File: src/rtl/spi_ti_pkg.sv
package spi_ti_pkg;

  typedef enum logic [1:0] {
    ST_IDLE   = 2'd0,
    ST_ACTIVE = 2'd1,
    ST_HOLD   = 2'd2
  } frame_state_t;

  // Half a bit period is 2^psc clocks; the hold window adds a fixed extra.
  function automatic int unsigned hold_cycles(input int unsigned psc,
                                              input int unsigned extra);
    return (32'd1 << psc) + extra;
  endfunction

endpackage

File: src/rtl/spi_ti_edge.sv
module spi_ti_edge #(
  parameter int STAGES = 2
) (
  input  logic clk,
  input  logic rst_n,
  input  logic async_i,
  output logic level_o,
  output logic rise_o,
  output logic fall_o
);
  logic [STAGES-1:0] sync_q;
  logic              prev_q;

  always_ff @(posedge clk or negedge rst_n) begin
    if (!rst_n) begin
      sync_q <= '0;
      prev_q <= 1'b0;
    end else begin
      sync_q <= {sync_q[STAGES-2:0], async_i};
      prev_q <= sync_q[STAGES-1];
    end
  end

  assign level_o = sync_q[STAGES-1];
  assign rise_o  = level_o & ~prev_q;
  assign fall_o  = ~level_o & prev_q;
endmodule

File: src/rtl/spi_ti_shifter.sv
module spi_ti_shifter #(
  parameter int DATA_W = 8,
  parameter int CNT_W  = 4
) (
  input  logic              clk,
  input  logic              rst_n,
  input  logic              load_i,
  input  logic [DATA_W-1:0] tx_byte_i,
  input  logic              shift_i,
  input  logic              sample_i,
  input  logic              sdi_i,
  output logic              sdo_o,
  output logic [DATA_W-1:0] rx_next_o,
  output logic [CNT_W-1:0]  count_o
);
  logic [DATA_W-1:0] tx_sr;
  logic [DATA_W-1:0] rx_sr;
  logic [CNT_W-1:0]  cnt_q;

  always_ff @(posedge clk or negedge rst_n) begin
    if (!rst_n) begin
      tx_sr <= '0;
      rx_sr <= '0;
      cnt_q <= '0;
    end else if (load_i) begin
      tx_sr <= tx_byte_i;
      cnt_q <= '0;
    end else begin
      if (shift_i)
        tx_sr <= {tx_sr[DATA_W-2:0], 1'b0};
      if (sample_i) begin
        rx_sr <= rx_next_o;
        cnt_q <= cnt_q + 1'b1;
      end
    end
  end

  assign rx_next_o = {rx_sr[DATA_W-2:0], sdi_i};
  assign sdo_o     = tx_sr[DATA_W-1];
  assign count_o   = cnt_q;
endmodule

File: src/rtl/spi_ti_hold_timer.sv
module spi_ti_hold_timer #(
  parameter int CNT_W = 9
) (
  input  logic             clk,
  input  logic             rst_n,
  input  logic             start_i,
  input  logic [CNT_W-1:0] len_i,
  input  logic             cancel_i,
  output logic             expire_o
);
  logic [CNT_W-1:0] cnt_q;
  logic             busy_q;

  always_ff @(posedge clk or negedge rst_n) begin
    if (!rst_n) begin
      cnt_q  <= '0;
      busy_q <= 1'b0;
    end else if (cancel_i) begin
      cnt_q  <= '0;
      busy_q <= 1'b0;
    end else if (start_i) begin
      cnt_q  <= len_i - 1'b1;
      busy_q <= 1'b1;
    end else if (busy_q) begin
      if (cnt_q == '0) busy_q <= 1'b0;
      else             cnt_q  <= cnt_q - 1'b1;
    end
  end

  assign expire_o = busy_q && (cnt_q == '0);
endmodule

File: src/rtl/spi_ti_slave.sv
module spi_ti_slave #(
  parameter int DATA_W      = 8,
  parameter int PSC_W       = 3,
  parameter int SYNC_STAGES = 2,
  parameter int HOLD_EXTRA  = 5
) (
  input  logic              clk,
  input  logic              rst_n,
  input  logic              sck_i,
  input  logic              nss_i,
  input  logic              mosi_i,
  output logic              miso_o,
  output logic              miso_oe_o,
  input  logic [DATA_W-1:0] tx_data_i,
  input  logic              tx_load_i,
  output logic [DATA_W-1:0] rx_data_o,
  output logic              rx_valid_o,
  input  logic [PSC_W-1:0]  psc_i,
  output logic              ferr_o,
  input  logic              ferr_clr_i
);
  import spi_ti_pkg::*;

  localparam int CNT_W   = $clog2(DATA_W + 1);
  localparam int HOLD_W  = (1 << PSC_W) + 1;
  localparam int N_PINS  = 3;
  localparam int IX_SCK  = 0;
  localparam int IX_NSS  = 1;
  localparam int IX_MOSI = 2;
  localparam logic [CNT_W-1:0] LAST_BIT = CNT_W'(DATA_W - 1);

  // Synchronizers and edge detection, one per input pin
  logic [N_PINS-1:0] pin_raw, pin_lvl, pin_rise, pin_fall;
  assign pin_raw = {mosi_i, nss_i, sck_i};

  for (genvar g = 0; g < N_PINS; g++) begin : g_pin
    spi_ti_edge #(.STAGES(SYNC_STAGES)) u_edge (
      .clk     (clk),
      .rst_n   (rst_n),
      .async_i (pin_raw[g]),
      .level_o (pin_lvl[g]),
      .rise_o  (pin_rise[g]),
      .fall_o  (pin_fall[g])
    );
  end

  // Named events for the checker
  logic sck_rise, sck_fall, nss_rise, nss_fall, mosi_lvl;
  logic frame_start, mid_toggle, sample_bit, shift_bit, byte_done;
  logic hold_release, tmr_expire;
  logic unused_pins;

  assign sck_rise    = pin_rise[IX_SCK];
  assign sck_fall    = pin_fall[IX_SCK];
  assign nss_rise    = pin_rise[IX_NSS];
  assign nss_fall    = pin_fall[IX_NSS];
  assign mosi_lvl    = pin_lvl[IX_MOSI];
  assign unused_pins = ^{pin_lvl[IX_SCK], pin_lvl[IX_NSS],
                         pin_rise[IX_MOSI], pin_fall[IX_MOSI]};

  frame_state_t      state_q;
  logic [DATA_W-1:0] tx_buf_q;
  logic [DATA_W-1:0] rx_next;
  logic [CNT_W-1:0]  bit_cnt;
  logic [HOLD_W-1:0] td_len;
  logic              in_byte;

  assign in_byte      = (state_q == ST_ACTIVE) && (bit_cnt != '0);
  assign mid_toggle   = in_byte && (nss_rise || nss_fall);
  assign frame_start  = nss_fall && !in_byte;
  assign sample_bit   = (state_q == ST_ACTIVE) && sck_fall && !mid_toggle && !frame_start;
  assign shift_bit    = in_byte && sck_rise && !mid_toggle;
  assign byte_done    = sample_bit && (bit_cnt == LAST_BIT);
  assign hold_release = (state_q == ST_HOLD) && tmr_expire && !nss_fall;
  assign td_len       = HOLD_W'(hold_cycles(int'(psc_i), HOLD_EXTRA));

  spi_ti_shifter #(.DATA_W(DATA_W), .CNT_W(CNT_W)) u_shift (
    .clk       (clk),
    .rst_n     (rst_n),
    .load_i    (frame_start),
    .tx_byte_i (tx_buf_q),
    .shift_i   (shift_bit),
    .sample_i  (sample_bit),
    .sdi_i     (mosi_lvl),
    .sdo_o     (miso_o),
    .rx_next_o (rx_next),
    .count_o   (bit_cnt)
  );

  spi_ti_hold_timer #(.CNT_W(HOLD_W)) u_hold (
    .clk      (clk),
    .rst_n    (rst_n),
    .start_i  (byte_done),
    .len_i    (td_len),
    .cancel_i (frame_start),
    .expire_o (tmr_expire)
  );

  always_ff @(posedge clk or negedge rst_n) begin
    if (!rst_n) begin
      state_q    <= ST_IDLE;
      tx_buf_q   <= '0;
      rx_data_o  <= '0;
      rx_valid_o <= 1'b0;
      ferr_o     <= 1'b0;
    end else begin
      if (tx_load_i) tx_buf_q <= tx_data_i;
      rx_valid_o <= byte_done;
      if (byte_done) rx_data_o <= rx_next;
      if (mid_toggle)      ferr_o <= 1'b1;
      else if (ferr_clr_i) ferr_o <= 1'b0;
      unique case (state_q)
        ST_IDLE:   if (frame_start) state_q <= ST_ACTIVE;
        ST_ACTIVE: begin
          if (mid_toggle)     state_q <= ST_IDLE;
          else if (byte_done) state_q <= ST_HOLD;
        end
        ST_HOLD: begin
          if (frame_start)       state_q <= ST_ACTIVE;
          else if (hold_release) state_q <= ST_IDLE;
        end
        default: state_q <= ST_IDLE;
      endcase
    end
  end

  assign miso_oe_o = (state_q != ST_IDLE);
endmodule

File: config.mk
export PLATFORM = sky130hd
export DESIGN_NAME = spi_ti_slave
export DESIGN_NICKNAME = d
export VERILOG_FILES = /design/src/rtl/spi_ti_pkg.sv /design/src/rtl/spi_ti_edge.sv /design/src/rtl/spi_ti_shifter.sv /design/src/rtl/spi_ti_hold_timer.sv /design/src/rtl/spi_ti_slave.sv
export SDC_FILE = /design/constraint.sdc
export NUM_CORES = 1
export LEC_CHECK = 0
export BUFFER_PORTS_ARGS = -buffer_cell sky130_fd_sc_hd__buf_2
export CAP_MARGIN = 25
export CORE_UTILIZATION = 35
export CTS_CLUSTER_DIAMETER = 150
export DETAILED_ROUTE_END_ITERATION = 16
export PLACE_DENSITY = 0.51
export SYNTH_ARGS = -nofsm -noshare
export SYNTH_HDL_FRONTEND = slang
export SYNTH_SLANG_ARGS = --single-unit
File: constraint.sdc
create_clock -name clk -period 1.8 [get_ports clk]
set_input_delay 0.36 -clock clk [delete_from_list [all_inputs] [get_ports clk]]
set_output_delay 0.36 -clock clk [all_outputs]
set_load 0.005 [all_outputs]
; ---- Word-level counts from Yosys, hierarchy flattened
; Index checks and enable logic that the tools add are counted.
[word_totals]
output_inout_bits = 12
memories = 0
input_bits = 18
mem_bits_rw = 0
register_bits = 57
mem_bits_ro = 0
latchBits = 0
[classes]
n_addsub = 4
eq_ne = 7
n_reduce_logical = 28
bitwise_logic = 9
n_shift = 1
n_mul = 0
order_cmp = 0
mux = 20
div_mod_pow = 0
[ops]
columns = operator, n
row1 = 9-bit two-way mux, 4
row2 = 9-bit by 1-bit subtractor with 9-bit output (second input constant), 2
row3 = 8-bit two-way mux, 2
row4 = 1-bit logical AND, 12
row5 = 2-bit two-way mux, 5
row6 = 9-bit by 3-bit adder with 9-bit output (second input constant), 1
row7 = 9-bit logical NOT, 1
row8 = 3-bit != test (second input constant), 3
row9 = 1-bit by 3-bit << shifter with 9-bit output (first input constant), 1
row10 = 4-bit two-way mux, 2
row11 = 2-bit nonzero test, 4
row12 = 1-bit two-way mux, 6
row13 = 2-bit one-hot mux with 3 select lines, 1
row14 = 1-bit NOT, 5
row15 = 4-bit by 1-bit adder with 4-bit output (second input constant), 1
row16 = 1-bit AND, 4
row17 = 4-bit by 3-bit == test with 1-bit output (second input constant), 1
row18 = 1-bit logical NOT, 4
row19 = 2-bit AND reduction, 2
row20 = 4-bit nonzero test, 1
row21 = 3-bit AND reduction, 1
row22 = 3-bit nonzero test, 1
row23 = 2-bit by 1-bit == test with 1-bit output (second input constant), 1
row24 = 2-bit == test (second input constant), 1
row25 = other kinds (3), 3

; ---- Logic depth before layout (Yosys ltp)
; Gate-level depths: netlist (run 1).
[logic_depth]
depth_word = 11
mapped_depth = 8
depth_no_buf = 7

; ---- Hierarchy
; Synthesis (run 1) repeated with hierarchy kept, for this count alone.
[hier_totals]
hier_cells = 232
area_unflattened_um2 = 2834.0
[by_module_without_submodules]
columns = mod, cells_per_inst, area_per_inst_um2, n_inst
row1 = spi_ti_slave, 67, 918.4, 1
row2 = spi_ti_shifter, 69, 877.1, 1
row3 = spi_ti_hold_timer, 81, 768.2, 1
row4 = spi_ti_edge, 5, 90.1, 3

; ---- Least setup slack after synthesis (run 1)
; Ideal clock, no wire load.
[synth_path]
path_type = flip-flop to flip-flop
startpoint = register u_hold.cnt_q[0]
endpoint = register u_hold.cnt_q[1]
synth_period_minus_slack_ns = 1.813
required_time_ns = 1.724
t_arrival_ns = 1.736
setup_slack_ns = -0.013
path_stages_with_launch = 7
path_buffers = 0
setup_time_ns = 0.076
cell_sequence = dfrtp_1 > inv_1 > ha_1 > or3b_1 > o31ai_4 > mux2_1 > o21ai_1
[synth_between]
elab_chain_cells = 5
elab_cells_between_ends = 8
cone_classes = add/sub: 1 / eq/ne: 1 / mux: 4 / reduce/logical: 2
[synth_lines]
columns = element, line
row1 = start: declaration, spi_ti_hold_timer.sv:11  ; logic [CNT_W-1:0] cnt_q;
row2 = start signal: assignment, spi_ti_hold_timer.sv:22  ; cnt_q <= len_i - 1'b1;
row3 = start signal: assignment, spi_ti_hold_timer.sv:26  ; else cnt_q <= cnt_q - 1'b1;
row4 = 9-bit by 1-bit subtractor with 9-bit output, spi_ti_hold_timer.sv:26
row5 = 9-bit two-way mux, spi_ti_hold_timer.sv:25  ; if (cnt_q == '0) busy_q <= 1'b0;
row6 = 9-bit two-way mux, spi_ti_hold_timer.sv:24  ; end else if (busy_q) begin
row7 = 9-bit two-way mux, spi_ti_hold_timer.sv:21  ; end else if (start_i) begin
row8 = 9-bit two-way mux, spi_ti_hold_timer.sv:18  ; end else if (cancel_i) begin
; Parallel ways exist; a longest one is shown, timed or not. The select of a mux whose other input is x is not followed.
; A chain may end at the register's enable or synchronous reset.

; ---- Worst setup path after layout (run 1)
[layout_path]
startpoint = register u_shift.cnt_q[0] (netlist: u_shift.count_o[0])
endpoint = register u_shift.rx_sr[0]
[layout_between]
elab_chain_cells = 7
elab_cells_between_ends = 11
cone_classes = bitwise: 1 / reduce/logical: 10
[layout_lines]
columns = element, line
row1 = start: declaration, spi_ti_shifter.sv:18  ; logic [CNT_W-1:0] cnt_q;
row2 = start signal: assignment, spi_ti_shifter.sv:33  ; cnt_q <= cnt_q + 1'b1;
row3 = 4-bit nonzero test *, spi_ti_slave.sv:68  ; assign in_byte = (state_q == ST_ACTIVE) && (bit_cnt != '0);
row4 = 1-bit logical AND *, spi_ti_slave.sv:68
row5 = 1-bit logical AND / 1-bit logical NOT (equally long branches), "spi_ti_slave.sv:69, spi_ti_slave.sv:70"
row6 = 1-bit logical NOT / 1-bit logical AND (equally long branches), "spi_ti_slave.sv:71, spi_ti_slave.sv:70"
row7 = 1-bit logical AND / 1-bit logical NOT (equally long branches), spi_ti_slave.sv:71  ; assign sample_bit = (state_q == ST_ACTIVE) && sck_fall && !mid_toggle && !frame_start;
row8 = 1-bit logical AND, spi_ti_slave.sv:71
row9 = 2-bit AND reduction (no source line) *, n/a
row10 = end signal: assignment, spi_ti_shifter.sv:32  ; rx_sr <= rx_next_o;
row11 = end: declaration, spi_ti_shifter.sv:17  ; logic [DATA_W-1:0] rx_sr;
; Every way passes the cells marked *; elsewhere a longest branch is shown, timed or not.

==> reports/qor.csv, run 1 <==
metric,value,unit
dieArea,7631,um2
cts_root_buf,clkbuf_8,
crit_chain,"inv_2, ha_4, nor3b_4, o21ai_2, nor2_4, mux2_2",
wl,4.985,mm
outcome,"complete, but fails checks",
worstSetupStartpoint,u_shift.count_o[0]$_DFFE_PN0P_,
max-cap-violations,0,
layout_setup_ws,-3.796,ps
synth_edf_count,0,
antenna_cells,0,
relSlewSlack,72.99,%
power.total,3683,uW
viasPerCell,4.704,
worstReg2RegStart,u_shift.count_o[0]$_DFFE_PN0P_,
rsz0062_at_grt,true,
slowest_stage,dfrtp_1,
synth_cell_type_count,47,
mostFrequentLayoutCell,dfrtp_1,
syn_inst,211,
cts_tree,built,
crit_path_max_incr_delay,390,ps
skew,9.797,ps
path_buf_inv,1,
cts_buffers,9,
crit_family,simple AND/OR/NAND/NOR gates,
boundaryPins,30,
cp_max_fo,7,
cts_hold_buf,0,
min_period_over_period,100.2,%
setup.worst_path.end_class,register,
synth_ff_type,dfrtp_1,
ir_drop,0.4378,mV
worstMarginPinSlew,401.8,ps
globalRoute.totalOverflow,0,
holdCritPathClass,primary input to async pin,
wl_per_cell,13.05,um
synth_seq_cells,57,
grt_usage,14.67,%
crit_required,2020,ps
dr.pass1.iters,4,
grt_pass1_vias,1746,
synthesis.area,2550,um2
die_h,87.36,um
core_area,6907,um2
setup_violations,3,
fin_util,48.37,%
via_count,1797,
async_flop_share,100.0,%
ant_nets,0,
min_period,1804,ps
hold_viol_final,0,
drt_iter0_markers,49,
row_count,30,
antenna_found_initial,0,
die_w,87.36,um
io_buffers,29,
gp_congestion,0.7810,
nFillCells,685,
clk_path_buf_depth,2,
initial_utilization,36.92,%
grt_pass1_wl,8.217,mm
placed_cells,361,
drc,0,
crit_type,register to register,
clkLatencyLatePin,340,ps
p_leak,0.001618,uW
p_per_area,1103,nW/um2
synthToLayoutAreaGrowth,31.01,%
setup_tns,-6.849,ps
maxSlewViolCount,0,
start_kind,register,
syn_avg_cell_area,12.09,um2
synth_warnings,0,
max_freq,554.4,MHz
final_cell_mix,"57 x dfrtp_1, 34 x buf_4, 29 x nand2_1, 29 x buf_2, 25 x mux2_2",
clkSlewWorstSetupHoldPaths,60,ps
synth_seq_area_share,55.94,%
drive_gt1_share,47.20,%
htreeDepth,3,
postSynthNetCount,233,
final_nets,303,
arrival,2030,ps
dp_slack,-48.00,ps
dp_hpwl,3.425,mm
cts_sinks,57,
grt_max_degree,58,
instances_no_fill,382,
violations,negative setup slack,
-- kinds of logic after synthesis --
family | after synthesis | synth area share, %
AND/OR/NAND/NOR | 67 | 14.87
flip-flops | 57 | 55.94
multiplexers | 32 | 13.94
AO/OA/AOI/OAI | 31 | 9.323
buffers and inverters | 15 | 2.257
XOR/XNOR | 5 | 1.718
adder cells (fa/ha/maj) | 4 | 1.963
-- layer usage --
metal / wire length (um) / global-route usage, % / share of wire (%)
met1: 2452 / 19.60 / 49
met2: 2335 / 21.09 / 47
met3: 153 / 5.403 / 3.1
met4: 44 / 6.706 / 0.88
met5: 0 / 0 / 0
-- sequential cells by signal, indices dropped and copies added, names as in the netlist --
name                 flops
tx_buf_q                 8
rx_valid_o               1
g_pin.u_edge.sync_q      6
u_hold.busy_q            1
g_pin.u_edge.prev_q      2
state_q                  2
u_shift.count_o          4
rx_data_o                8
ferr_o                   1
u_shift.rx_sr            7
u_hold.cnt_q             9
u_shift.tx_sr            8
-- synthesized netlist by cell type (2+ instances only) --
cell	n	area, um2
ha_1	4	50.05
mux2_2	27	304.0
nand2b_1	3	18.77
a22o_1	3	26.28
xor2_1	2	17.52
mux2i_1	4	40.04
nor3_1	5	25.02
a311oi_1	2	17.52
nor4_2	2	25.02
dfrtp_1	57	1426
nor2_1	9	33.78
nor2_2	2	12.51
buf_1	2	7.510
a31oi_1	3	18.77
o21ai_1	3	15.01
clkbuf_1	2	7.510
nand2_1	29	108.9
xnor2_1	3	26.28
a21oi_1	4	20.02
a211oi_1	7	52.55
inv_1	10	37.54
nand4_1	3	18.77
-- per-stage QoR --
| stage | area (um2) | hold WS, ps |
|---|---|---|
| finish | 3341 | 16.44 |
| global route | 3341 | 20.16 |
| CTS | 3234 | 11.87 |
| detailed placement | 3035 | 334.7 |
| global placement | 3035 | 334.7 |
| floorplan | 2552 | 64.41 |
-- layout make-up --
| type | instances | area (um2) | area share (%) |
|---|---|---|---|
| Tap cell | 96 | 120.1 | 3.596 |
| Inverter | 10 | 37.54 | 1.124 |
| Sequential cell | 57 | 1426 | 42.70 |
| Clock inverter | 6 | 42.54 | 1.273 |
| Timing Repair Buffer | 64 | 420.4 | 12.58 |
| Clock buffer | 10 | 137.6 | 4.120 |
| Multi-Input combinational cell | 139 | 1156 | 34.61 |
-- power by group --
part | internal [uW] | switching, uW
sequential | 1510 | 132
clock | 537 | 528
combinational | 558 | 419
total | 2600 | 1080
-- worst paths after layout --
check | end | slack, ps | cells after the start
setup / recovery | u_shift.rx_sr[0]$_DFFE_PN0P_ | -4 | 6
hold / removal | tx_buf_q[2]$_DFFE_PN0P_ | 20 | 2
setup reg to reg | u_shift.rx_sr[0]$_DFFE_PN0P_ | -4 | 6
hold reg to reg | g_pin[0].u_edge.sync_q[1]$_DFF_PN0_ | 350 | 0
max in group asynchronous | u_shift.count_o[3]$_DFFE_PN0P_ | 1540 | 2
min in group clk | g_pin[1].u_edge.sync_q[0]$_DFF_PN0_ | 120 | 1
-- repair_timing --
action / CTS / global route
pin swaps: 1 / 7
setup buffers: 0 / 6
resized for setup: 4 / 17
setup endpoints to repair: 7 / 26
(Power assumes the default switching activity.)
==> run 2, diff against run 1 <==
--- a/config.mk
+++ b/config.mk
@@ -11,6 +11,8 @@
 export CTS_CLUSTER_DIAMETER = 150
 export DETAILED_ROUTE_END_ITERATION = 16
 export PLACE_DENSITY = 0.51
+export RECOVER_POWER = 100
+export REMOVE_ABC_BUFFERS = 1
 export SYNTH_ARGS = -nofsm -noshare
 export SYNTH_HDL_FRONTEND = slang
 export SYNTH_SLANG_ARGS = --single-unit
==> run 2 against run 1 <==
Effect of this change:
- the flow still finishes with violations (negative setup slack)
- utilization increased by 1.5 points
- sequential share of layout area fell by 1.3 points
- sequential power about the same
- register-to-register slack about the same
==> reports/qor.csv, run 2 (same netlist as run 1, synthesis figures left out) <==
metric,value,unit
initial_utilization,36.92,%
p_per_area,1180,nW/um2
crit_type,register to register,
largest_reg_flops,9,
viasPerCell,4.813,
relSlewSlack,4.148,%
ir_drop,0.6535,mV
p_sw_share,28.57,%
final_cell_mix,"57 x dfrtp_1, 33 x buf_4, 29 x nand2_1",
clkSlewWorstSetupHoldPaths,70,ps
final_area,3442,um2
cts_tree,built,
grt_usage,15.24,%
min_period_over_period,100.2,%
clk_path_buf_depth,2,
hold_end,g_pin[0].u_edge.sync_q[0]$_DFF_PN0_,
setup.worst_path.end_class,register,
clkPwrFrac,29.9,%
cts_hold_buf,0,
worstReg2RegStart,u_shift.count_o[0]$_DFFE_PN0P_,
cp_max_fo,5,
dieArea,7631,um2
wl,5.384,mm
drc,0,
globalRoute.totalOverflow,0,
antenna_cells,0,
antenna_found_initial,0,
dpl-instance-area,3033,um2
via_count,1858,
grt_pass1_wl,8.652,mm
violations,negative setup slack,
rrSetupSlack,-4,ps
holdCritPathClass,primary input to register,
clkLatencyLatePin,340,ps
grt_max_degree,58,
worstMarginPinSlew,1438,ps
cts_sinks,57,
p_comb_share,29.4,%
p_leak,0.001670,uW
wl_per_cell,13.95,um
nFillCells,659,
die_w,87.36,um
rsz0062_at_grt,true,
row_count,30,
synthToLayoutAreaGrowth,34.99,%
mostFrequentLayoutCell,dfrtp_1,
maxSlewViolCount,0,
whs_path_depth,1,
rr_worst_depth,8,
dr.pass1.iters,4,
start_kind,register,
io_buffers,29,
seqPwrFrac,40.7,%
drive_gt1_share,46.90,%
setup_violations,2,
die_h,87.36,um
cts_buffers,9,
largest_register,u_hold.cnt_q,
max-cap-violations,0,
fin_util,49.84,%
crit_required,2020,ps
gp_congestion,0.7442,
outcome,"complete, but fails checks",
grt_pass1_vias,1848,
final_nets,307,
boundaryPins,30,
dp_hpwl,3.431,mm
drt_iter0_markers,99,
core_area,6907,um2
cts_root_buf,clkbuf_8,
hp-start,sck_i,
htreeDepth,3,
max_freq,554.5,MHz
p_switching,1160,uW
layout_setup_ws,-3.540,ps
hold_viol_final,0,
arrival,2020,ps
power.total,4061,uW
ant_nets,0,
skew,9.512,ps
dp_slack,-62.47,ps
min_period,1804,ps
r2r_end,u_shift.tx_sr[2]$_DFFE_PN0P_,
p_int,2900,uW
==> run 2: changes by cell type in the layout (fill, tap and decap cells not counted), sizes merged <==
cell,delta
clkbuf,+6
buf,-1
bufinv,+1
clkinv,-1
inv,-1
==> run 2: timing repair <==
action                     CTS  global route
pin swaps                    3            10
setup endpoints to repair   14            31
gates resized for setup     16            25
buffers inserted             3             7
==> run 2: worst max path at each step <==
stage	start	end	slack (ps)	cells after the start
2_1_floorplan	g_pin[1].u_edge.sync_q[1]$_DFF_PN0_	u_hold.cnt_q[3]$_DFFE_PN0P_	-320	7
3_3_place_gp	u_hold.cnt_q[0]$_DFFE_PN0P_	u_hold.cnt_q[1]$_DFFE_PN0P_	-40	6
3_5_place_dp	u_shift.count_o[0]$_DFFE_PN0P_	u_shift.tx_sr[5]$_DFFE_PN0P_	-60	6
4_1_cts	u_shift.count_o[0]$_DFFE_PN0P_	u_shift.rx_sr[3]$_DFFE_PN0P_	-30	8
5_1_grt	u_shift.count_o[0]$_DFFE_PN0P_	u_shift.tx_sr[2]$_DFFE_PN0P_	-70	8
6_report	u_shift.count_o[0]$_DFFE_PN0P_	u_shift.tx_sr[2]$_DFFE_PN0P_	-4	8
==> run 2: routing by layer <==
| metal | up-vias | global-route usage (%) | wire length, um |
|---|---|---|---|
| li1 | 898 | - | - |
| met4 | 0 | 6.706 | 82 |
| met2 | 28 | 22.23 | 2444 |
| met1 | 923 | 20.70 | 2671 |
| met3 | 9 | 4.834 | 186 |
| met5 | - | 0 | 0 |
==> run 2: per-stage QoR <==
stage | hold slack, ps | setup TNS [ps] | cells
floorplan | 64.41 | -3449 | 206
global placement | 334.8 | -243.0 | 361
detailed placement | 337.0 | -373.1 | 361
CTS | 17.80 | -228.7 | 380
global route | 118.3 | -716.8 | 386
finish | 131.9 | -4.602 | 386
==> run 2: worst max-delay path: stages, from the launching register on <==
cell and delay [ps]:
dfrtp_1 380, inv_2 70, ha_4 110, nor3b_4 300, buf_4 190, nor4_4 40, nor2_4 130, buf_6 140
mux2_4 300
==> run 2: power groups by stage <==
stage / Sequential [uW] / Clock [uW] / Combinational [uW]
5_1_grt: 1680 / 1290 / 1300
3_3_place_gp: 1660 / 0 / 883
2_1_floorplan: 1630 / 0 / 548
4_1_cts: 1640 / 1240 / 980
6_report: 1650 / 1210 / 1200
3_5_place_dp: 1660 / 0 / 902
==> run 2: cell type report <==
class                   instances  area [um2]  share of cell area, %
flip-flops and latches         57        1426                  41.44
multi-input cells             139        1212                  35.22
clock inverters                 5       55.05                  1.599
repair buffers                 68       449.2                  13.05
inverters                      10       37.54                  1.091
clock buffers                  11       141.4                  4.108
well taps                      96       120.1                  3.490
